==> config.mk <==
export PLATFORM = sky130hd
export DESIGN_NAME = kscan_debouncer
export DESIGN_NICKNAME = d
export VERILOG_FILES = /design/src/rtl/kscan_pkg.sv /design/src/rtl/kscan_timebase.sv /design/src/rtl/kscan_sampler.sv /design/src/rtl/kscan_tracker.sv /design/src/rtl/kscan_pin.sv /design/src/rtl/kscan_debouncer.sv
export SDC_FILE = /design/constraint.sdc
export NUM_CORES = 1
export LEC_CHECK = 0
export BUFFER_PORTS_ARGS = -buffer_cell sky130_fd_sc_hd__buf_4
export CELL_PAD_IN_SITES_DETAIL_PLACEMENT = 1
export CELL_PAD_IN_SITES_GLOBAL_PLACEMENT = 1
export CORE_MARGIN = 2
export CORE_UTILIZATION = 35
export CTS_BUF_LIST = sky130_fd_sc_hd__clkbuf_8
export DETAILED_ROUTE_END_ITERATION = 12
export PLACE_DENSITY = 0.69
export SLEW_MARGIN = 20
export SYNTH_ARGS = -nofsm -noshare
export SYNTH_HDL_FRONTEND = slang
export SYNTH_SLANG_ARGS = --single-unit
==> constraint.sdc <==
create_clock -name clk -period 3.58 [get_ports clk]
set_input_delay 0.179 -clock clk [delete_from_list [all_inputs] [get_ports clk]]
set_output_delay 0.179 -clock clk [all_outputs]
set_load 0.01 [all_outputs]
==> src/rtl/kscan_pkg.sv <==
package kscan_pkg;

    typedef enum logic [1:0] {
        PIN_SEGMENT,
        PIN_LOGIC,
        PIN_IRQ_LOW,
        PIN_IRQ_HIGH
    } pin_use_e;

    typedef struct packed {
        logic seg_mode;
        logic level;
    } pin_drive_t;

    function automatic pin_use_e decode_pin_use(input logic [2:0] sel);
        if (sel[2])
            return PIN_SEGMENT;
        else if (!sel[1])
            return PIN_LOGIC;
        else if (!sel[0])
            return PIN_IRQ_LOW;
        else
            return PIN_IRQ_HIGH;
    endfunction

    function automatic pin_drive_t pin_drive(input logic [2:0] sel, input logic irq);
        pin_drive_t d;
        d = '0;
        case (decode_pin_use(sel))
            PIN_SEGMENT:  d.seg_mode = 1'b1;
            PIN_LOGIC:    d.level    = sel[0];
            PIN_IRQ_LOW:  d.level    = ~irq;
            PIN_IRQ_HIGH: d.level    = irq;
            default:      d          = '0;
        endcase
        return d;
    endfunction

endpackage

==> src/rtl/kscan_timebase.sv <==
module kscan_timebase #(
    parameter int NUM_DIGITS   = 4,
    parameter int MUX_PER_SCAN = 32,
    parameter int SAMPLE_SLOT  = 8,
    localparam int CNT_W = $clog2(MUX_PER_SCAN),
    localparam int LIM_W = $clog2(NUM_DIGITS)
) (
    input  logic                  clk,
    input  logic                  rst,
    input  logic [NUM_DIGITS-1:0] dig_n_i,
    input  logic [LIM_W-1:0]      scan_lim_i,
    output logic [NUM_DIGITS-1:0] rise_o,
    output logic                  samp_en_o,
    output logic                  half_o,
    output logic                  eval_o
);
    localparam int HALF = MUX_PER_SCAN / 2;
    localparam int LAST = MUX_PER_SCAN - 1;

    logic [NUM_DIGITS-1:0] dig_q;
    logic [CNT_W-1:0]      cnt_q;
    logic [CNT_W-1:0]      slot;
    logic                  fall0;
    logic                  at_last;

    assign fall0   = dig_q[0] & ~dig_n_i[0];
    assign rise_o  = ~dig_q & dig_n_i;
    assign at_last = (cnt_q == CNT_W'(LAST));
    assign half_o  = (cnt_q >= CNT_W'(HALF));
    assign slot    = half_o ? cnt_q - CNT_W'(HALF) : cnt_q;
    assign samp_en_o = (slot == CNT_W'(SAMPLE_SLOT));
    assign eval_o  = rise_o[scan_lim_i] & at_last;

    always_ff @(posedge clk) begin
        if (rst) begin
            dig_q <= '1;
            cnt_q <= CNT_W'(LAST);
        end else begin
            dig_q <= dig_n_i;
            if (fall0)
                cnt_q <= at_last ? '0 : cnt_q + 1'b1;
        end
    end

    // the multiplex count wraps to zero after the last cycle of a scan
    assert_count_wrap_R1: assert property (@(posedge clk) disable iff (rst)
        (fall0 && at_last) |=> (cnt_q == '0));

    // a test never falls in a sampling multiplex cycle
    assert_eval_not_sample_R1: assert property (@(posedge clk) disable iff (rst)
        eval_o |-> !samp_en_o);

endmodule

==> src/rtl/kscan_sampler.sv <==
module kscan_sampler #(
    parameter int NUM_DIGITS = 4,
    localparam int NUM_KEYS = 2 * NUM_DIGITS
) (
    input  logic                  clk,
    input  logic                  rst,
    input  logic                  in1_i,
    input  logic                  in2_i,
    input  logic [NUM_DIGITS-1:0] rise_i,
    input  logic                  samp_en_i,
    input  logic                  half_i,
    input  logic                  clear_i,
    output logic [NUM_KEYS-1:0]   samp_a_o,
    output logic [NUM_KEYS-1:0]   samp_b_o
);
    logic in1_q, in2_q;

    always_ff @(posedge clk) begin
        if (rst) begin
            in1_q    <= 1'b1;
            in2_q    <= 1'b1;
            samp_a_o <= '0;
            samp_b_o <= '0;
        end else begin
            in1_q <= in1_i;
            in2_q <= in2_i;
            if (clear_i) begin
                samp_a_o <= '0;
                samp_b_o <= '0;
            end else if (samp_en_i) begin
                for (int d = 0; d < NUM_DIGITS; d++) begin
                    if (rise_i[d]) begin
                        if (!half_i) begin
                            samp_a_o[d]              <= ~in1_q;
                            samp_a_o[d + NUM_DIGITS] <= ~in2_q;
                        end else begin
                            samp_b_o[d]              <= ~in1_q;
                            samp_b_o[d + NUM_DIGITS] <= ~in2_q;
                        end
                    end
                end
            end
        end
    end

    // samples only change at a digit strobe edge or a clear
    assert_sample_hold_R2: assert property (@(posedge clk) disable iff (rst)
        (!samp_en_i && !clear_i) |=> ($stable(samp_a_o) && $stable(samp_b_o)));

endmodule

==> src/rtl/kscan_tracker.sv <==
module kscan_tracker #(
    parameter int NUM_DIGITS = 4,
    localparam int NUM_KEYS = 2 * NUM_DIGITS,
    localparam int LIM_W    = $clog2(NUM_DIGITS)
) (
    input  logic                clk,
    input  logic                rst,
    input  logic                eval_i,
    input  logic                rd_clr_i,
    input  logic [1:0]          scan_en_i,
    input  logic [LIM_W-1:0]    scan_lim_i,
    input  logic [NUM_KEYS-1:0] samp_a_i,
    input  logic [NUM_KEYS-1:0] samp_b_i,
    output logic [NUM_KEYS-1:0] pressed_o,
    output logic [NUM_KEYS-1:0] debounced_o,
    output logic                irq_o
);
    logic [NUM_KEYS-1:0] mask;
    logic [NUM_KEYS-1:0] now_down;
    logic [NUM_KEYS-1:0] fresh;
    logic [NUM_KEYS-1:0] deb_kept;

    for (genvar k = 0; k < NUM_KEYS; k++) begin : g_mask
        localparam int DIG  = k % NUM_DIGITS;
        localparam int PORT = k / NUM_DIGITS;
        assign mask[k] = scan_en_i[PORT] && (scan_lim_i >= LIM_W'(DIG));
    end

    assign now_down = samp_a_i & samp_b_i & mask;
    assign fresh    = now_down & ~pressed_o;
    assign deb_kept = rd_clr_i ? '0 : debounced_o;

    always_ff @(posedge clk) begin
        if (rst) begin
            pressed_o   <= '0;
            debounced_o <= '0;
            irq_o       <= 1'b0;
        end else if (eval_i) begin
            pressed_o   <= now_down;
            debounced_o <= deb_kept | fresh;
            irq_o       <= (irq_o & ~rd_clr_i) | (|fresh);
        end else if (rd_clr_i) begin
            debounced_o <= '0;
            irq_o       <= 1'b0;
        end
    end

    // no debounced bit appears outside a test
    assert_no_report_idle_R3: assert property (@(posedge clk) disable iff (rst)
        !eval_i |=> ((debounced_o & ~$past(debounced_o)) == '0));

    // a key pressed at the previous test is never newly reported
    assert_report_once_R4: assert property (@(posedge clk) disable iff (rst)
        eval_i |=> ((debounced_o & ~$past(debounced_o) & $past(pressed_o)) == '0));

    // a clear with no test empties the sticky flags
    assert_read_clear_R5: assert property (@(posedge clk) disable iff (rst)
        (rd_clr_i && !eval_i) |=> (debounced_o == '0 && !irq_o));

    // interrupt flag tracks the sticky flags
    assert_irq_flags_R5: assert property (@(posedge clk) disable iff (rst)
        irq_o == (|debounced_o));

    // pressed register holds between tests
    assert_pressed_hold_R6: assert property (@(posedge clk) disable iff (rst)
        !eval_i |=> $stable(pressed_o));

    // no key outside the permitted set tests as pressed
    assert_mask_R8: assert property (@(posedge clk) disable iff (rst)
        eval_i |=> ((pressed_o & ~$past(mask)) == '0));

endmodule

==> src/rtl/kscan_pin.sv <==
module kscan_pin
    import kscan_pkg::*;
(
    input  logic [7:0] port_cfg_i,
    input  logic       in1_i,
    input  logic       in2_i,
    input  logic       irq_i,
    output logic       pin_seg_o,
    output logic       pin_level_o,
    output logic [7:0] cfg_rd_o
);
    pin_drive_t drv;

    assign drv         = pin_drive(port_cfg_i[7:5], irq_i);
    assign pin_seg_o   = drv.seg_mode;
    assign pin_level_o = drv.level;
    assign cfg_rd_o    = {port_cfg_i[7:3], in2_i, in1_i, irq_i};

endmodule

==> src/rtl/kscan_debouncer.sv <==
module kscan_debouncer #(
    parameter int NUM_DIGITS   = 4,
    parameter int MUX_PER_SCAN = 32,
    parameter int SAMPLE_SLOT  = 8,
    localparam int NUM_KEYS = 2 * NUM_DIGITS,
    localparam int LIM_W    = $clog2(NUM_DIGITS)
) (
    input  logic                  clk,
    input  logic                  rst,
    input  logic [NUM_DIGITS-1:0] dig_n_i,
    input  logic                  in1_i,
    input  logic                  in2_i,
    input  logic [7:0]            port_cfg_i,
    input  logic [LIM_W-1:0]      scan_lim_i,
    input  logic                  rd_clr_i,
    output logic [NUM_KEYS-1:0]   pressed_o,
    output logic [NUM_KEYS-1:0]   debounced_o,
    output logic                  irq_o,
    output logic                  pin_seg_o,
    output logic                  pin_level_o,
    output logic [7:0]            cfg_rd_o
);
    logic [NUM_DIGITS-1:0] rise;
    logic                  samp_en, half, eval;
    logic [NUM_KEYS-1:0]   samp_a, samp_b;

    kscan_timebase #(
        .NUM_DIGITS  (NUM_DIGITS),
        .MUX_PER_SCAN(MUX_PER_SCAN),
        .SAMPLE_SLOT (SAMPLE_SLOT)
    ) u_timebase (
        .clk       (clk),
        .rst       (rst),
        .dig_n_i   (dig_n_i),
        .scan_lim_i(scan_lim_i),
        .rise_o    (rise),
        .samp_en_o (samp_en),
        .half_o    (half),
        .eval_o    (eval)
    );

    kscan_sampler #(.NUM_DIGITS(NUM_DIGITS)) u_sampler (
        .clk      (clk),
        .rst      (rst),
        .in1_i    (in1_i),
        .in2_i    (in2_i),
        .rise_i   (rise),
        .samp_en_i(samp_en),
        .half_i   (half),
        .clear_i  (eval),
        .samp_a_o (samp_a),
        .samp_b_o (samp_b)
    );

    kscan_tracker #(.NUM_DIGITS(NUM_DIGITS)) u_tracker (
        .clk        (clk),
        .rst        (rst),
        .eval_i     (eval),
        .rd_clr_i   (rd_clr_i),
        .scan_en_i  (port_cfg_i[3:2]),
        .scan_lim_i (scan_lim_i),
        .samp_a_i   (samp_a),
        .samp_b_i   (samp_b),
        .pressed_o  (pressed_o),
        .debounced_o(debounced_o),
        .irq_o      (irq_o)
    );

    kscan_pin u_pin (
        .port_cfg_i (port_cfg_i),
        .in1_i      (in1_i),
        .in2_i      (in2_i),
        .irq_i      (irq_o),
        .pin_seg_o  (pin_seg_o),
        .pin_level_o(pin_level_o),
        .cfg_rd_o   (cfg_rd_o)
    );

endmodule

==> results.json, run 1 <==
{
  "status": "finished, final reports clean",
  "fin_crit_ns": 2.322,
  "drv_slew": 0,
  "synth.avg_cell_area_sq_um": 9.149,
  "cts_num_sinks": 44,
  "numPortBuffers": 41,
  "crit_path_max_fanout": 18,
  "clockRootBuffer": "clkbuf_8",
  "rows": 27,
  "first_iter_violations": 61,
  "p_sw_uw": 233.3,
  "max_freq_mhz": 430.7,
  "grt_util_met3_pct": 4.525,
  "power_frac_comb_pct": 11.5,
  "tns_ns": 0,
  "ir_worst_vdd_mv": 0.1861,
  "dp_hpwl_um": 3647,
  "fp.dieH_um": 80.01,
  "place_ws_ns": 1.271,
  "ctsHoldBuffers": 0,
  "async_flop_share_pct": 0,
  "powerDensity_nw_per_um2": 389.8,
  "wl_per_cell_um": 15.29,
  "finClkSkew_ns": 0.003918,
  "antenna_found_initial": 0,
  "antenna_cells": 0,
  "worst-setup-path-type": "reg2reg",
  "route.detailed.drc": 0,
  "ys_seq_elements": 44,
  "routabilityCongestion": 0.7395,
  "synthesis.area_sq_um": 2022,
  "crit_required_ns": 3.81,
  "core_sq_um": 5540,
  "initial_core_util_pct": 36.50,
  "reg2reg_from": "u_timebase.cnt_q[0]$_SDFFE_PP1P_",
  "grt_setup_unrepaired": "no",
  "clkPwrFrac_pct": 33.5,
  "setup_slack_ns": 1.258,
  "path_clk_slew_ns": 0.08,
  "hp-start": "in2_i",
  "grt_pass1_wl_um": 8128,
  "drt-vias-per-instance": 5.234,
  "p_leak_uw": 0.0008989,
  "swShare_pct": 25.17,
  "timing.hold.ws_ns": 0.08012,
  "reg2reg_setup_slack_ns": 1.26,
  "area_delta_synth_final_pct": 17.64,
  "synth_edf_count": 0,
  "syn_inst": 221,
  "fin_nets": 270,
  "tightest_slew_ns": 0.7256,
  "dieArea_sq_um": 6401,
  "crit_path_end_kind": "register",
  "startpoint_type": "register",
  "worstHoldPathCells": 2,
  "layout-drive-gt1-share_pct": 27.31,
  "r2r-end": "u_tracker.debounced_o[5]$_SDFF_PP0_",
  "reg2reg_depth": 6,
  "cts_buffer_depth": 2,
  "use_met1_pct": 21.41,
  "grt_busiest_layer": "met2",
  "syn_nets": 243,
  "hold_viol": 0,
  "clk_latency_ns": 0.29,
  "post_cts_resized": 0,
  "p_int_uw": 693.7,
  "post-route-period-util_pct": 64.85,
  "vias": 1680,
  "seq_area_frac_synth_pct": 43.56,
  "min_path_type": "in2reg",
  "maxCapViolCount": 0,
  "grt_max_degree": 31,
  "setup_viol": 0,
  "grt_overflow_total": 0,
  "synthFlopType": "dfxtp_1",
  "power_frac_seq_pct": 55.1,
  "routed_wl_um": 4909,
  "crit_arrival_ns": 2.55,
  "first_pass_iters": 6,
  "grt_pass1_vias": 1699,
  "fillers": 672,
  "antenna_left": 0,
  "h-tree-depth": 2,
  "die_x_um": 80.01,
  "min_to": "u_sampler.in2_q$_SDFF_PP1_",
  "ys_types": 40,
  "cts_setup_buffers": 0,
  "slew_headroom_pct": 51.63,
  "ys_warn_count": 0,
  "ios": 46,
  "cts_buffers": 5,
  "cts_tree": "yes",
  "track_usage_pct": 16.19,
  "met2_usage_pct": 26.67
}
-- registers in the layout, summed over array words and instances, names as in the netlist --
signal and cells:
u_timebase.dig_q 4, u_tracker.debounced_o 8, u_sampler.in1_q 1, u_sampler.samp_a_o 8, u_sampler.samp_b_o 8, u_tracker.pressed_o 8
u_sampler.in2_q 1, u_timebase.cnt_q 5, u_tracker.irq_o 1
-- power by group through the flow --
stage | logic (uW) | registers [uW] | clock network (uW)
floorplan | 79.4 | 516 | 0
global placement | 106 | 521 | 0
detailed placement | 107 | 522 | 0
CTS | 108 | 510 | 323
global route | 119 | 512 | 343
finish | 106 | 510 | 310
-- per-layer routing --
| layer | part of all wire [%] | up-vias | wire length [um] |
|---|---|---|---|
| met2 | 46 | 36 | 2260 |
| met1 | 49 | 801 | 2403 |
| met4 | 0.35 | 0 | 17 |
| met5 | 0 | - | 0 |
| li1 | - | 838 | - |
| met3 | 4.6 | 5 | 228 |
-- cells by family (layout without fill, tap and decap cells) --
| family | count (synthesis) | after routing | share of synthesized area [%] |
|---|---|---|---|
| simple gates | 91 | 91 | 24.26 |
| buf+inv | 27 | 55 | 7.612 |
| mux | 2 | 2 | 2.228 |
| flops | 44 | 44 | 43.56 |
| fa+ha+maj | 3 | 3 | 1.857 |
| compound gates | 53 | 53 | 20.05 |
| xor+xnor | 1 | 1 | 0.4332 |
-- per-stage QoR --
stage / cells / utilization, % / area [sq um] / power (uW)
floorplan: 221 / - / 2022 / 595.2
global placement: 313 / 41.31 / 2288 / 627.1
detailed placement: 313 / 41.31 / 2288 / 629.1
CTS: 321 / 42.93 / 2379 / 940.9
global route: 321 / 42.93 / 2379 / 973.4
finish: 321 / 42.93 / 2379 / 927.0
-- cell type report --
| type | count | area, sq um | area share, % |
|---|---|---|---|
| timing repair buffer | 41 | 307.8 | 12.94 |
| inverter | 6 | 22.52 | 0.9469 |
| sequential | 44 | 880.8 | 37.03 |
| clock buffer | 6 | 82.58 | 3.472 |
| multi-input combinational | 150 | 987.2 | 41.50 |
| clock inverter | 2 | 7.507 | 0.3156 |
| tap | 72 | 90.09 | 3.787 |
-- synth_stat cells (2+ instances only) --
library cell / instances / share of area, %
nand2_1: 5 / 0.93
o22ai_1: 2 / 0.62
ha_1: 3 / 1.9
buf_4: 8 / 3.0
nor2_1: 39 / 7.2
clkbuf_1: 8 / 1.5
buf_1: 2 / 0.37
a211oi_2: 10 / 6.2
o21ai_0: 10 / 2.5
a32oi_1: 4 / 1.7
buf_6: 3 / 1.7
nand4b_1: 3 / 1.3
nand4_1: 6 / 1.9
dfxtp_1: 44 / 44
mux4_2: 2 / 2.2
inv_1: 5 / 0.93
o2111ai_1: 2 / 0.87
nand2b_1: 4 / 1.2
or4_1: 2 / 0.74
or2_2: 6 / 1.9
nor2b_1: 5 / 1.5
nand3_1: 4 / 0.99
nand2b_4: 2 / 1.4
or3_1: 7 / 2.2
a211o_1: 3 / 1.3
and3_1: 2 / 0.62
a211oi_1: 6 / 2.2
a21oi_1: 12 / 3.0
-- worst max path at each step --
stage | start | end | slack [ns] | cells past startpoint
after floorplan | u_timebase.cnt_q[0]$_SDFFE_PP1P_ | u_timebase.cnt_q[3]$_SDFFE_PP1P_ | 1.93 | 6
after global placement | u_timebase.cnt_q[0]$_SDFFE_PP1P_ | u_tracker.debounced_o[5]$_SDFF_PP0_ | 1.28 | 6
after detailed placement | u_timebase.cnt_q[0]$_SDFFE_PP1P_ | u_tracker.debounced_o[5]$_SDFF_PP0_ | 1.27 | 6
after CTS | u_timebase.cnt_q[0]$_SDFFE_PP1P_ | u_tracker.debounced_o[5]$_SDFF_PP0_ | 1.26 | 6
after global routing | u_timebase.cnt_q[0]$_SDFFE_PP1P_ | u_tracker.debounced_o[5]$_SDFF_PP0_ | 1.03 | 6
final | u_timebase.cnt_q[0]$_SDFFE_PP1P_ | u_tracker.debounced_o[5]$_SDFF_PP0_ | 1.26 | 6
-- cell usage in the layout (no fill, tap or decap), drive strengths merged, types with 7 or more instances in the layout --
cell,synthesis,final
a211oi,16,16
a21oi,12,12
buf,13,41
dfxtp,44,44
inv,5,7
nor2,39,39
o21ai,10,10
or3,7,7
-- worst max-delay path: stages (launching register included) --
cell	delay, ns
dfxtp_1	0.38
ha_1	0.19
and3_1	0.17
ha_1	0.45
inv_1	0.35
or4_1	0.59
a21oi_1	0.13
Note: power is estimated with default switching activity, not from simulation.
==> run 2: changes to the inputs <==
==> constraint.sdc (replaced) <==
create_clock -name clk -period 2.35 [get_ports clk]
set_input_delay 0.1175 -clock clk [delete_from_list [all_inputs] [get_ports clk]]
set_output_delay 0.1175 -clock clk [all_outputs]
set_load 0.01 [all_outputs]
==> results.json, run 2 (synthesis gave the netlist of run 1 again) <==
{
  "worst-setup-path-type": "reg2reg",
  "post-route-period-util_pct": 79.98,
  "crit_path_max_fanout": 18,
  "route.detailed.drc": 0,
  "fp.dieH_um": 80.01,
  "ios": 46,
  "grt_pass1_wl_um": 8059,
  "cts_num_sinks": 44,
  "cts_buffer_depth": 2,
  "ir_worst_vdd_mv": 0.3056,
  "crit_path_end_kind": "register",
  "swShare_pct": 25.15,
  "drv_slew": 0,
  "routed_wl_um": 4920,
  "h-tree-depth": 2,
  "place_ws_ns": 0.5022,
  "ctsHoldBuffers": 0,
  "drt-vias-per-instance": 5.329,
  "wl_per_cell_um": 15.28,
  "p_int_uw": 1092,
  "die_x_um": 80.01,
  "max_freq_mhz": 532.0,
  "core_sq_um": 5540,
  "final_common_cell": "dfxtp_1",
  "dieArea_sq_um": 6401,
  "dp.cells": 315,
  "numPortBuffers": 41,
  "post_cts_resized": 0,
  "area_delta_synth_final_pct": 18.69,
  "initial_core_util_pct": 36.50,
  "status": "finished, final reports clean",
  "grt_pass1_vias": 1670,
  "layout-drive-gt1-share_pct": 28.40,
  "clk_latency_ns": 0.30,
  "track_usage_pct": 16.32,
  "slew_headroom_pct": 69.94,
  "p_sw_uw": 366.8,
  "min_path_type": "in2reg",
  "grt_overflow_total": 0,
  "startpoint_type": "register",
  "path_clk_slew_ns": 0.08,
  "p_leak_uw": 0.0009053,
  "powerDensity_nw_per_um2": 607.8,
  "grt_max_degree": 31,
  "antenna_left": 0,
  "setup_slack_ns": 0.4704,
  "final_cell_mix": "dfxtp_1 (44), buf_4 (43), nor2_1 (39)",
  "clkPwrFrac_pct": 35.2,
  "tns_ns": 0,
  "fillers": 659,
  "power_frac_seq_pct": 53.3,
  "finish.instance_area_sq_um": 2400,
  "rows": 27,
  "finClkSkew_ns": 0.006815,
  "crit_required_ns": 2.58,
  "placed_area_sq_um": 2303,
  "antenna_cells": 0,
  "tightest_slew_ns": 0.4505,
  "crit_arrival_ns": 2.11,
  "cts_tree": "yes",
  "grt_setup_unrepaired": "no",
  "cts_setup_buffers": 0,
  "maxCapViolCount": 0,
  "cts_buffers": 5,
  "dp_hpwl_um": 3604,
  "setup_viol": 0,
  "clockRootBuffer": "clkbuf_8",
  "vias": 1716,
  "instances_no_fill": 322,
  "power_frac_comb_pct": 11.4,
  "fin_crit_ns": 1.880,
  "hold_viol": 0,
  "routabilityCongestion": 0.7340,
  "fin_nets": 272,
  "antenna_found_initial": 0,
  "first_iter_violations": 104,
  "first_pass_iters": 4
}
-- run 2: changes by cell type in the layout (fill, tap and decap cells not counted), sizes merged --
cell	change
buf	+2
clkbuf	+1
inv	-2
-- run 2: cell type report --
| cell class | instances | area, sq um | area share, % |
|---|---|---|---|
| clock buffers | 7 | 96.34 | 4.015 |
| inverters | 6 | 22.52 | 0.9385 |
| multi-input cells | 150 | 987.2 | 41.14 |
| well taps | 72 | 90.09 | 3.754 |
| repair buffers | 43 | 322.8 | 13.45 |
| flip-flops and latches | 44 | 880.8 | 36.70 |
-- run 2: power by group through the flow --
| stage | clock, uW | sequential (uW) | combinational [uW] |
|---|---|---|---|
| final | 514 | 778 | 167 |
| after floorplan | 0 | 786 | 121 |
| after global routing | 557 | 781 | 185 |
| after CTS | 535 | 778 | 168 |
| after global placement | 0 | 794 | 166 |
| after detailed placement | 0 | 795 | 168 |
-- run 2: path summary, 6_finish.rpt --
check | start | to | slack (ns) | cells past startpoint
worst max-delay path | u_timebase.cnt_q[0]$_SDFFE_PP1P_ | u_tracker.debounced_o[5]$_SDFF_PP0_ | 0.47 | 6
worst min-delay path | in2_i | u_sampler.in2_q$_SDFF_PP1_ | 0.01 | 2
worst max register to register | u_timebase.cnt_q[0]$_SDFFE_PP1P_ | u_tracker.debounced_o[5]$_SDFF_PP0_ | 0.47 | 6
worst min register to register | u_tracker.debounced_o[7]$_SDFF_PP0_ | u_tracker.debounced_o[7]$_SDFF_PP0_ | 0.47 | 2
-- run 2: worst max-delay path: stages, from the launching register on --
cell	delay, ns
dfxtp_1	0.38
ha_1	0.19
and3_1	0.16
ha_1	0.16
inv_1	0.21
or4_1	0.58
a21oi_1	0.13
-- run 2: stage by stage --
| stage | hold WS, ns | total power (uW) | utilization [%] |
|---|---|---|---|
| after floorplan | 0.2213 | 906.8 | - |
| after global placement | 0.2352 | 959.9 | 41.58 |
| after detailed placement | 0.2352 | 963.3 | 41.58 |
| after CTS | 0.003290 | 1481 | 43.32 |
| after global routing | 0.004982 | 1523 | 43.32 |
| final | 0.01021 | 1459 | 43.32 |
-- run 2: metal layers --
metal  part of all wire, %  track usage, %  vias to the layer above
met1                    48           21.58                      823
li1                      -               -                      841
met5                     0               0                        -
met2                    46           25.75                       45
met4                   1.2           5.932                        0
met3                   5.6           3.959                        7
